[config.mk]
export PLATFORM = sky130hd
export DESIGN_NAME = pwm_edge_chan
export DESIGN_NICKNAME = d
export VERILOG_FILES = /design/src/rtl/pwm_edge_pkg.sv /design/src/rtl/pwm_cfg_regs.sv /design/src/rtl/pwm_cycle_counter.sv /design/src/rtl/pwm_level_gen.sv /design/src/rtl/pwm_edge_chan.sv
export SDC_FILE = /design/constraint.sdc
export NUM_CORES = 1
export LEC_CHECK = 0
export CORE_UTILIZATION = 63
export DETAILED_ROUTE_END_ITERATION = 7
export PLACE_DENSITY = 0.83
export SETUP_SLACK_MARGIN = 0.4
export SYNTH_ARGS = -nofsm -noshare
export SYNTH_HDL_FRONTEND = slang
export SYNTH_SLANG_ARGS = --single-unit
export TNS_END_PERCENT = 10
[constraint.sdc]
create_clock -name clk -period 7.5 [get_ports clk]
set_input_delay 1.5 -clock clk [delete_from_list [all_inputs] [get_ports clk]]
set_output_delay 1.5 -clock clk [all_outputs]
set_load 0.02 [all_outputs]
[src/rtl/pwm_edge_pkg.sv]
package pwm_edge_pkg;
  typedef enum logic [1:0] {
    SEL_PERIOD = 2'd0,
    SEL_DUTY   = 2'd1,
    SEL_CTRL   = 2'd2,
    SEL_SPARE  = 2'd3
  } wr_sel_e;

  localparam int CTRL_EN_BIT  = 0;
  localparam int CTRL_POL_BIT = 1;
endpackage

[src/rtl/pwm_cfg_regs.sv]
module pwm_cfg_regs
  import pwm_edge_pkg::*;
#(
  parameter int W = 8
) (
  input  logic         clk,
  input  logic         rst,
  input  logic         wr_en,
  input  logic [1:0]   wr_sel,
  input  logic [W-1:0] wr_data,
  input  logic         load,
  output logic         en_q,
  output logic [W-1:0] per_act,
  output logic [W-1:0] dty_act,
  output logic         pol_act
);
  logic [W-1:0] per_buf, dty_buf;
  logic         pol_buf;
  logic [W-1:0] per_nxt, dty_nxt;
  logic         pol_nxt;
  logic         wr_per, wr_dty, wr_ctl, commit;

  always_comb begin
    wr_per  = wr_en && (wr_sel == SEL_PERIOD);
    wr_dty  = wr_en && (wr_sel == SEL_DUTY);
    wr_ctl  = wr_en && (wr_sel == SEL_CTRL);
    per_nxt = wr_per ? wr_data : per_buf;
    dty_nxt = wr_dty ? wr_data : dty_buf;
    pol_nxt = wr_ctl ? wr_data[CTRL_POL_BIT] : pol_buf;
    commit  = load || !en_q;
  end

  always_ff @(posedge clk) begin
    if (rst) begin
      per_buf <= '0;
      dty_buf <= '0;
      pol_buf <= 1'b0;
      per_act <= '0;
      dty_act <= '0;
      pol_act <= 1'b0;
      en_q    <= 1'b0;
    end else begin
      per_buf <= per_nxt;
      dty_buf <= dty_nxt;
      pol_buf <= pol_nxt;
      if (commit) begin
        per_act <= per_nxt;
        dty_act <= dty_nxt;
        pol_act <= pol_nxt;
      end
      if (wr_ctl) en_q <= wr_data[CTRL_EN_BIT];
    end
  end

  // active values move only at a boundary or while disabled
  a_r7_active_hold: assert property (@(posedge clk) disable iff (rst)
    ($past(en_q) && !$past(load)) |->
      ($stable(per_act) && $stable(dty_act) && $stable(pol_act)));
endmodule

[src/rtl/pwm_cycle_counter.sv]
module pwm_cycle_counter #(
  parameter int W = 8
) (
  input  logic         clk,
  input  logic         rst,
  input  logic         en,
  input  logic         tick,
  input  logic [W-1:0] period,
  output logic [W-1:0] cnt,
  output logic         wrap
);
  logic at_top;

  always_comb begin
    at_top = (period == '0) || (cnt == period - W'(1));
    wrap   = en && tick && at_top;
  end

  always_ff @(posedge clk) begin
    if (rst || !en)   cnt <= '0;
    else if (tick)    cnt <= wrap ? '0 : cnt + W'(1);
  end

  // a nonzero count always lies below the active period
  a_r2_below_period: assert property (@(posedge clk) disable iff (rst)
    (cnt != '0) |-> (cnt < period));

  // no tick, no step
  a_r2_hold_no_tick: assert property (@(posedge clk) disable iff (rst)
    (en && !tick) |=> $stable(cnt));

  // disabled channel sits at count zero
  a_r9_clear_when_off: assert property (@(posedge clk) disable iff (rst)
    !en |=> (cnt == '0));
endmodule

[src/rtl/pwm_level_gen.sv]
module pwm_level_gen #(
  parameter int W = 8
) (
  input  logic         clk,
  input  logic         rst,
  input  logic         en,
  input  logic         wrap,
  input  logic [W-1:0] cnt,
  input  logic [W-1:0] duty,
  input  logic [W-1:0] period,
  input  logic         pol,
  output logic         pwm_o,
  output logic         bnd_o
);
  logic past_duty;

  always_comb past_duty = en && (period != '0) && (cnt >= duty);

  always_ff @(posedge clk) begin
    if (rst) begin
      pwm_o <= 1'b0;
      bnd_o <= 1'b0;
    end else begin
      pwm_o <= pol ^ past_duty;
      bnd_o <= wrap;
    end
  end

  // idle output equals the polarity level
  a_r9_idle_level: assert property (@(posedge clk) disable iff (rst)
    !en |=> (pwm_o == $past(pol)));

  // zero period keeps the start level
  a_r6_zero_period: assert property (@(posedge clk) disable iff (rst)
    (period == '0) |=> (pwm_o == $past(pol)));
endmodule

[src/rtl/pwm_edge_chan.sv]
module pwm_edge_chan #(
  parameter int CNT_W = 8
) (
  input  logic             clk,
  input  logic             rst,
  input  logic             tick,
  input  logic             wr_en,
  input  logic [1:0]       wr_sel,
  input  logic [CNT_W-1:0] wr_data,
  output logic             pwm_out,
  output logic             period_edge
);
  logic             en_q, pol_act, wrap;
  logic [CNT_W-1:0] per_act, dty_act, cnt;

  pwm_cfg_regs #(.W(CNT_W)) u_cfg (
    .clk(clk), .rst(rst), .wr_en(wr_en), .wr_sel(wr_sel), .wr_data(wr_data),
    .load(wrap), .en_q(en_q), .per_act(per_act), .dty_act(dty_act),
    .pol_act(pol_act)
  );

  pwm_cycle_counter #(.W(CNT_W)) u_cnt (
    .clk(clk), .rst(rst), .en(en_q), .tick(tick), .period(per_act),
    .cnt(cnt), .wrap(wrap)
  );

  pwm_level_gen #(.W(CNT_W)) u_lvl (
    .clk(clk), .rst(rst), .en(en_q), .wrap(wrap), .cnt(cnt), .duty(dty_act),
    .period(per_act), .pol(pol_act), .pwm_o(pwm_out), .bnd_o(period_edge)
  );

  // a boundary pulse coincides with a count restarted at zero
  a_r2_edge_at_zero: assert property (@(posedge clk) disable iff (rst)
    period_edge |-> (cnt == '0));
endmodule

After elaboration in Yosys (flattened, before gate mapping) --
Index checks and enable logic that the tools add are counted.
Operators by class: add/subtract/negate cells 2, reductions and logical operators 14, muxes and demuxes 4, order comparisons 1, bitwise gates (word level) 1, eq/ne operators 3
Operators by type and width (number):
- 8-bit 2-to-1 mux | 3
- 8-bit by 1-bit adder with 8-bit output, second input constant | 1
- 8-bit equality test | 1
- 8-bit greater-or-equal comparator | 1
- 8-bit zero test | 1
- 8-bit nonzero test | 1
- 8-bit by 1-bit subtractor with 8-bit output, second input constant | 1
- 1-bit logical AND | 7
- 1-bit logical OR | 3
- 2-bit by 1-bit equality test with 1-bit output, second input constant | 1
- 2-bit equality test, second input constant | 1
- 2-bit zero test | 1
- 1-bit zero test | 1
- 1-bit 2-to-1 mux | 1
- 1-bit bitwise XOR | 1
Storage, ports and cells: input port bits 14, word-level logic and storage cells 35, output and inout bits 2, bits in registers 45

Longest topological paths before layout --
Gate-level depths: netlist of run 1.
word-level depth 5, mapped depth 8, mapped depth without buffers 7

By module --
Synthesis of run 1 repeated with hierarchy kept, for this count alone.
Second synthesis, totals: cell total of the unflattened synthesis 244, area, all modules 2205.9 µm²
By module, submodules not included:
- pwm_cfg_regs | cells an instance 128, area an instance 1238.7 µm², times used 1, seq. area each 700.7 µm²
- pwm_cycle_counter | cells an instance 81, area an instance 681.9 µm², times used 1, seq. area each 160.2 µm²
- pwm_level_gen | cells an instance 35, area an instance 285.3 µm², times used 1, seq. area each 40.0 µm²

Worst setup path before layout of run 1 --
No wires, ideal clock.
path kind input -> register, start point input tick, end point register u_cfg.dty_act[0], setup time 83 ps, path slack 4515 ps, required time 7417 ps, path buffers 1, stages 6, data arrival time 2902 ps, cell sequence clkbuf_1 -> inv_2 -> or4_1 -> and2_1 -> o41a_1 -> o221ai_1
Between the ends: cells in the longest elaborated chain, start to end 3
Ends and longest elaborated chain:
- start: declaration | line pwm_edge_chan.sv:6 | input logic tick,
- 1-bit logical AND (2 in a row) | line pwm_cycle_counter.sv:16 | wrap = en && tick && at_top;
- 1-bit logical OR | line pwm_cfg_regs.sv:30 | commit = load || !en_q;
- end signal: assignment | line pwm_cfg_regs.sv:48 | dty_act <= dty_nxt;
- end: declaration | line pwm_cfg_regs.sv:14 | output logic [W-1:0] dty_act,
No other way between the ends. A chain may end at the register's enable or synchronous reset.

==> results of run 1 <==
Yosys cell counts (all sizes together), types with 6 or more instances:
library cell | number | area, sq um
a211oi | 9 | 67.6
a21oi | 6 | 30.0
a311oi | 8 | 70.1
clkbuf | 9 | 33.8
dfxtp | 45 | 901
ha | 11 | 138
inv | 16 | 60.1
mux2i | 18 | 180
nand2 | 14 | 52.6
nor2 | 30 | 113
nor3 | 11 | 65.1
o22ai | 9 | 56.3
xor2 | 8 | 70.1
layout make-up:
cell class	count	area [sq um]	area share (%)
timing repair buffer	17	165	6.14
clock buffer	7	76.3	2.84
multi-input combinational	193	1420	52.8
sequential	45	901	33.5
tap	48	60.1	2.23
clock inverter	1	7.51	0.279
inverter	16	60.1	2.23
per-layer routing:
| metal | up-vias | share of wire [%] |
|---|---|---|
| met2 | 53 | 48 |
| met4 | 0 | 0.55 |
| met5 | - | 0 |
| met3 | 4 | 4.7 |
| li1 | 1020 | - |
| met1 | 976 | 47 |
worst max-delay path, cell delays in order:
cell and delay (ns):
sky130_fd_sc_hd__clkdlybuf4s50_1 0.84, sky130_fd_sc_hd__nand2b_1 0.43, sky130_fd_sc_hd__nor2_1 0.50, sky130_fd_sc_hd__o22ai_1 0.18
sky130_fd_sc_hd__a211oi_1 0.20
layout by cell type, fill, tap and decap left out, types with 4 or more instances in the layout:
cell	instances
sky130_fd_sc_hd__nand2b_1	4
sky130_fd_sc_hd__dfxtp_1	45
sky130_fd_sc_hd__a21oi_1	6
sky130_fd_sc_hd__nand2_1	14
sky130_fd_sc_hd__inv_1	15
sky130_fd_sc_hd__a211oi_1	9
sky130_fd_sc_hd__o221ai_1	4
sky130_fd_sc_hd__nor3_1	9
sky130_fd_sc_hd__xor2_1	8
sky130_fd_sc_hd__xnor2_1	5
sky130_fd_sc_hd__mux2i_1	18
sky130_fd_sc_hd__ha_1	11
sky130_fd_sc_hd__a311oi_1	8
sky130_fd_sc_hd__o22ai_1	9
sky130_fd_sc_hd__clkdlybuf4s50_1	15
sky130_fd_sc_hd__clkbuf_8	5
sky130_fd_sc_hd__and3_1	4
sky130_fd_sc_hd__a22o_1	5
sky130_fd_sc_hd__or2_2	4
sky130_fd_sc_hd__nor2_1	30
sequential cells by signal, summed over array words and instances, names as in the netlist:
| signal | count |
|---|---|
| u_cfg.per_act | 8 |
| u_cfg.pol_buf | 1 |
| u_lvl.bnd_o | 1 |
| u_lvl.pwm_o | 1 |
| u_cfg.dty_act | 8 |
| u_cfg.pol_act | 1 |
| u_cnt.cnt | 8 |
| u_cfg.dty_buf | 8 |
| u_cfg.en_q | 1 |
| u_cfg.per_buf | 8 |
cells by family (layout without fill, tap and decap cells):
logic type | Yosys count | in the layout | share of synthesized area, %
AND/OR/NAND/NOR | 90 | 90 | 19.7
AO/OA/AOI/OAI | 61 | 61 | 20.9
flip-flops | 45 | 45 | 37.0
buffers and inverters | 29 | 41 | 4.72
multiplexers | 18 | 18 | 7.39
XOR/XNOR | 13 | 13 | 4.67
adder cells (fa/ha/maj) | 11 | 11 | 5.65
final timing paths:
check,to,slack [ns]
min,u_cfg.dty_act[1]$_SDFFE_PP0P_,0.52
max,u_cfg.dty_act[3]$_SDFFE_PP0P_,4.06
min reg2reg,u_cfg.dty_act[1]$_SDFFE_PP0P_,0.52
max reg2reg,u_cfg.per_act[5]$_SDFFE_PP0P_,4.59
power breakdown:
group	switching, uW	internal [uW]
combinational	37.6	26.9
clock	80.3	66.0
sequential	6.50	246
metrics by stage:
step	util (%)	power (uW)	instances	hold WS [ns]	instance area (sq um)
global placement	70.7	319	319	0.474	2610
detailed placement	70.7	321	319	0.491	2610
CTS	73.0	463	327	0.520	2690
floorplan	-	302	267	0.455	2440
global route	73.0	483	327	0.537	2690
finish	73.0	463	327	0.523	2690
==> run_results.csv, run 1 <==
group,metric,value,unit
cells_and_area,nFillCells,309,
yosys,synth-edff-count,0,
power,peakVddDrop,0.177,mV
timing,drv_slew,0,
route,drtIter0Drc,154,
global_route,grtUsageMet2,48.9,%
route,drt_drc_violations_left,0,
yosys,register_bit_total_from_synthesis,45,
route,routed_via_density,6.28,
yosys,postSynth.topFlopCell,"sky130_fd_sc_hd__dfxtp_1",
route,total_routed_length,5.65,mm
global_route,met1_usage,41.7,%
critical_path,cp-end-kind,"flip-flop",
global_route,grt_most_used_layer,"met2",
clocking,insertion_delay,0.30,ns
route,first_pass_iters,4,
clocking,cts-root-buf,"sky130_fd_sc_hd__clkbuf_8",
floorplanning,floorplan.initialDensity,66.1,%
timing,hold_violations,0,
route,ant_nets,0,
floorplanning,die_height,64.2,microns
clocking,ctsResizeCount,0,
yosys,synth.yosys.seq_area_share,37.0,%
placed_design,final_weighted_congestion_of_routability_driven_global_placement,0.827,
global_route,grt_pass1_vias,1930,
route,routed-via-count,2053,
yosys,postSynthCellCount,267,
global_route,grt-ovfl-total,0,
clocking,clock_sinks,45,
timing,rsz0062_at_grt,"no",
global_route,number_of_antenna_violations_at_the_first_check_in_global_routing,0,
yosys,synth_warnings,0,
critical_path,timing.critical_path.from_type,"input pin",
cells_and_area,diodes,0,
power,power.density_cell_area,172,nW/um^2
critical_path,crit_path_max_fanout,23,
yosys,synth_cell_type_count,54,
hold_path,timing.hold.worst_path_depth,2,
clocking,postCtsSetupRepairBufs,0,
floorplanning,die_width,64.2,microns
clocking,cts_inserted_buffers,5,
timing,fmax,290,MHz
floorplanning,floorplan.core_area,3690,sq um
critical_path,crit_start,"rst",
timing,period_share,45.9,%
timing,final.setup.worst_slack,4.06,ns
clocking,clk_path_buf_depth,2,
critical_path,r2r.worst_path.cells,7,
yosys,syn_nets,292,
global_route,wire_length_of_the_first_global_routing_pass,9.45,mm
global_route,grt_start_max_net_pins,24,
critical_path,worst-setup-path-type,"input pin to flip-flop",
placed_design,hpwl,4.09,mm
yosys,synthesized_area_divided_by_synthesized_cell_count,9.13,sq um
clocking,cts_tree,"yes",
cells_and_area,design.final.nets,303,
hold_path,timing.hold.worst.class,"flip-flop to flip-flop",
timing,worst_pin_slew,0.884,ns
timing,relSlewSlack,40.7,%
critical_path,r2r-start,"u_cfg.per_act[0]$_SDFFE_PP0P_",
global_route,routing_usage_on_met3,6.43,%
route,drt-wirelength-per-cell,17.3,microns
placed_design,place_ws,3.76,ns
floorplanning,design.portCount,16,
job,drv.max_cap_violation_count,0,
timing,finalCriticalPeriod,3.44,ns
clocking,h-tree-depth,2,
timing,final-setup-viol-count,0,
timing,finalSetupTns,0,ns
critical_path,crit_required,7.72,ns
global_route,grt_util_all_layers,30.2,%
yosys,async_set_reset_flop_share_out_of_synthesis,0,%
critical_path,critical_path_arrival,3.66,ns
floorplanning,rows,22,
floorplanning,floorplan.die_area,4120,sq um
power,p_leak,0.00107,uW
cells_and_area,area.growth.synth_to_final,10.4,%
cells_and_area,final_layout_size_suffix_gt1_share,7.53,%
clocking,path_clk_slew,0.08,ns
hold_path,hp-start,"u_cfg.dty_act[1]$_SDFFE_PP0P_",
yosys,syn-cell-area,2440,sq um
placed_design,io_buffer_count,15,
timing,clock-skew-final,0.00649,ns
clocking,cts_hold_repair.buffers,0,
status,run_status,"complete, no violations",
No activity file was read; power rests on OpenSTA's default activity.
==> run 2, diff against run 1 <==
--- a/config.mk
+++ b/config.mk
@@ -5,9 +5,9 @@
 export SDC_FILE = /design/constraint.sdc
 export NUM_CORES = 1
 export LEC_CHECK = 0
-export CORE_UTILIZATION = 63
+export CORE_UTILIZATION = 58
 export DETAILED_ROUTE_END_ITERATION = 7
-export PLACE_DENSITY = 0.83
+export PLACE_DENSITY = 0.77
 export SETUP_SLACK_MARGIN = 0.4
 export SYNTH_ARGS = -nofsm -noshare
 export SYNTH_HDL_FRONTEND = slang
==> constraint.sdc (replaced) <==
create_clock -name clk -period 3.3 [get_ports clk]
set_input_delay 0.66 -clock clk [delete_from_list [all_inputs] [get_ports clk]]
set_output_delay 0.66 -clock clk [all_outputs]
set_load 0.02 [all_outputs]
==> run_results.csv, run 2 (synthesis results as in run 1) <==
group,metric,value,unit
floorplanning,die_width,66.8,microns
route,first_pass_iters,4,
global_route,number_of_antenna_violations_at_the_first_check_in_global_routing,0,
timing,finalCriticalPeriod,2.52,ns
cells_and_area,most-common-layout-cells,"sky130_fd_sc_hd__dfxtp_1, sky130_fd_sc_hd__nor2_1, sky130_fd_sc_hd__mux2i_1",
global_route,grt_pass1_vias,1812,
floorplanning,floorplan.die_area,4470,sq um
clocking,cts_tree,"yes",
clocking,cts_hold_repair.buffers,0,
critical_path,crit_required,3.46,ns
critical_path,reg2reg_slack,0.78,ns
floorplanning,design.portCount,16,
timing,drv_slew,0,
clocking,clk_path_buf_depth,2,
route,ant_nets,0,
global_route,grt-ovfl-total,0,
timing,finalSetupTns,0,ns
route,routed_via_density,6.18,
clocking,cts_inserted_buffers,5,
timing,final-setup-viol-count,0,
route,drtIter0Drc,145,
power,seq_power_share,54.5,%
status,run_status,"complete, no violations",
hold_path,timing.hold.worst.class,"flip-flop to flip-flop",
power,share_comb_of_total_power,14.2,%
cells_and_area,nFillCells,353,
placed_design,hpwl,4.16,mm
power,netSwitchingFraction,26.5,%
floorplanning,die_height,66.8,microns
route,drt-wirelength-per-cell,16.5,microns
cells_and_area,design.final.nets,307,
global_route,grt_util_all_layers,26.8,%
critical_path,r2r-start,"u_cfg.per_act[0]$_SDFFE_PP0P_",
critical_path,cp-end-kind,"flip-flop",
cells_and_area,diodes,0,
power,p_clk_share,31.3,%
floorplanning,floorplan.core_area,4030,sq um
placed_design,final_weighted_congestion_of_routability_driven_global_placement,0.823,
floorplanning,rows,23,
critical_path,critical_path_arrival,2.69,ns
power,internal_power,775,uW
route,drt_drc_violations_left,0,
power,power.switching,280,uW
route,routed-via-count,2058,
placed_design,io_buffer_count,15,
clocking,path_clk_slew,0.08,ns
global_route,grt_start_max_net_pins,21,
job,drv.max_cap_violation_count,0,
timing,fmax,397,MHz
clocking,clock_sinks,45,
clocking,ctsResizeCount,0,
timing,period_share,76.4,%
power,p_leak,0.00109,uW
global_route,wire_length_of_the_first_global_routing_pass,8.74,mm
critical_path,crit_path_max_fanout,7,
clocking,postCtsSetupRepairBufs,0,
timing,clock-skew-final,0.00667,ns
power,peakVddDrop,0.306,mV
critical_path,timing.critical_path.from_type,"flip-flop",
power,p_total,1050,uW
timing,rsz0062_at_grt,"no",
cells_and_area,area.growth.synth_to_final,11.8,%
hold_path,hp-start,"u_cfg.dty_act[1]$_SDFFE_PP0P_",
timing,worst_pin_slew,0.705,ns
critical_path,crit_start,"u_cfg.per_act[0]$_SDFFE_PP0P_",
power,power.density_cell_area,387,nW/um^2
clocking,insertion_delay,0.29,ns
critical_path,worst-setup-path-type,"flip-flop to flip-flop",
timing,relSlewSlack,53.0,%
cells_and_area,layout.cells.most_common,"sky130_fd_sc_hd__dfxtp_1",
clocking,h-tree-depth,2,
clocking,cts-root-buf,"sky130_fd_sc_hd__clkbuf_8",
cells_and_area,final_layout_size_suffix_gt1_share,8.83,%
timing,hold_violations,0,
route,total_routed_length,5.50,mm
floorplanning,floorplan.initialDensity,60.5,%
[run 2: power by group through the flow]
stage / registers [uW] / logic (uW) / clock network [uW]
after floorplan: 582 / 104 / 0
after global placement: 587 / 145 / 0
after detailed placement: 587 / 148 / 0
after CTS: 574 / 149 / 332
after global routing: 577 / 163 / 356
final: 575 / 150 / 330
[run 2: layout make-up]
cell class	instances	area, sq um	share of cell area [%]
timing repair buffer	21	195	7.17
inverter	16	60.1	2.20
clock buffer	7	76.3	2.80
clock inverter	1	7.51	0.276
sequential	45	901	33.1
multi-input combinational	193	1420	52.2
tap	50	62.6	2.30
[run 2: critical path, cell delays in order, from the launching register on]
cell                      delay [ns]
sky130_fd_sc_hd__dfxtp_1        0.47
sky130_fd_sc_hd__inv_1          0.13
sky130_fd_sc_hd__ha_1           0.27
sky130_fd_sc_hd__nor2b_1        0.14
sky130_fd_sc_hd__or3_1          0.37
sky130_fd_sc_hd__a31o_2         0.32
sky130_fd_sc_hd__o41ai_2        0.57
sky130_fd_sc_hd__nor3_1         0.11
[run 2: path summary, 6_finish.rpt]
| kind | depth (start not counted) | to |
|---|---|---|
| worst max-delay path | 7 | u_cnt.cnt[3]$_SDFFE_PP0P_ |
| worst min-delay path | 2 | u_cfg.dty_act[1]$_SDFFE_PP0P_ |
| worst min register to register | 2 | u_cfg.dty_act[1]$_SDFFE_PP0P_ |
| worst max register to register | 7 | u_cnt.cnt[3]$_SDFFE_PP0P_ |
[run 2: layer usage]
metal	wire (microns)	share of wire (%)	vias to the layer above	global-route usage [%]
met4	76	1.4	0	9.04
met2	2580	47	46	43.8
li1	-	-	1027	-
met3	216	3.9	8	4.11
met1	2630	48	977	35.5
met5	0	0	-	0
[run 2: per-stage QoR]
| stage | hold WS, ns | utilization, % | area (sq um) | worst slack [ns] | std cells |
|---|---|---|---|---|---|
| after floorplan | 0.455 | - | 2440 | 0.938 | 267 |
| after global placement | 0.476 | 65.5 | 2640 | 0.627 | 325 |
| after detailed placement | 0.485 | 65.5 | 2640 | 0.556 | 325 |
| after CTS | 0.504 | 67.6 | 2720 | 0.823 | 333 |
| after global routing | 0.548 | 67.6 | 2720 | 0.624 | 333 |
| final | 0.504 | 67.6 | 2720 | 0.779 | 333 |
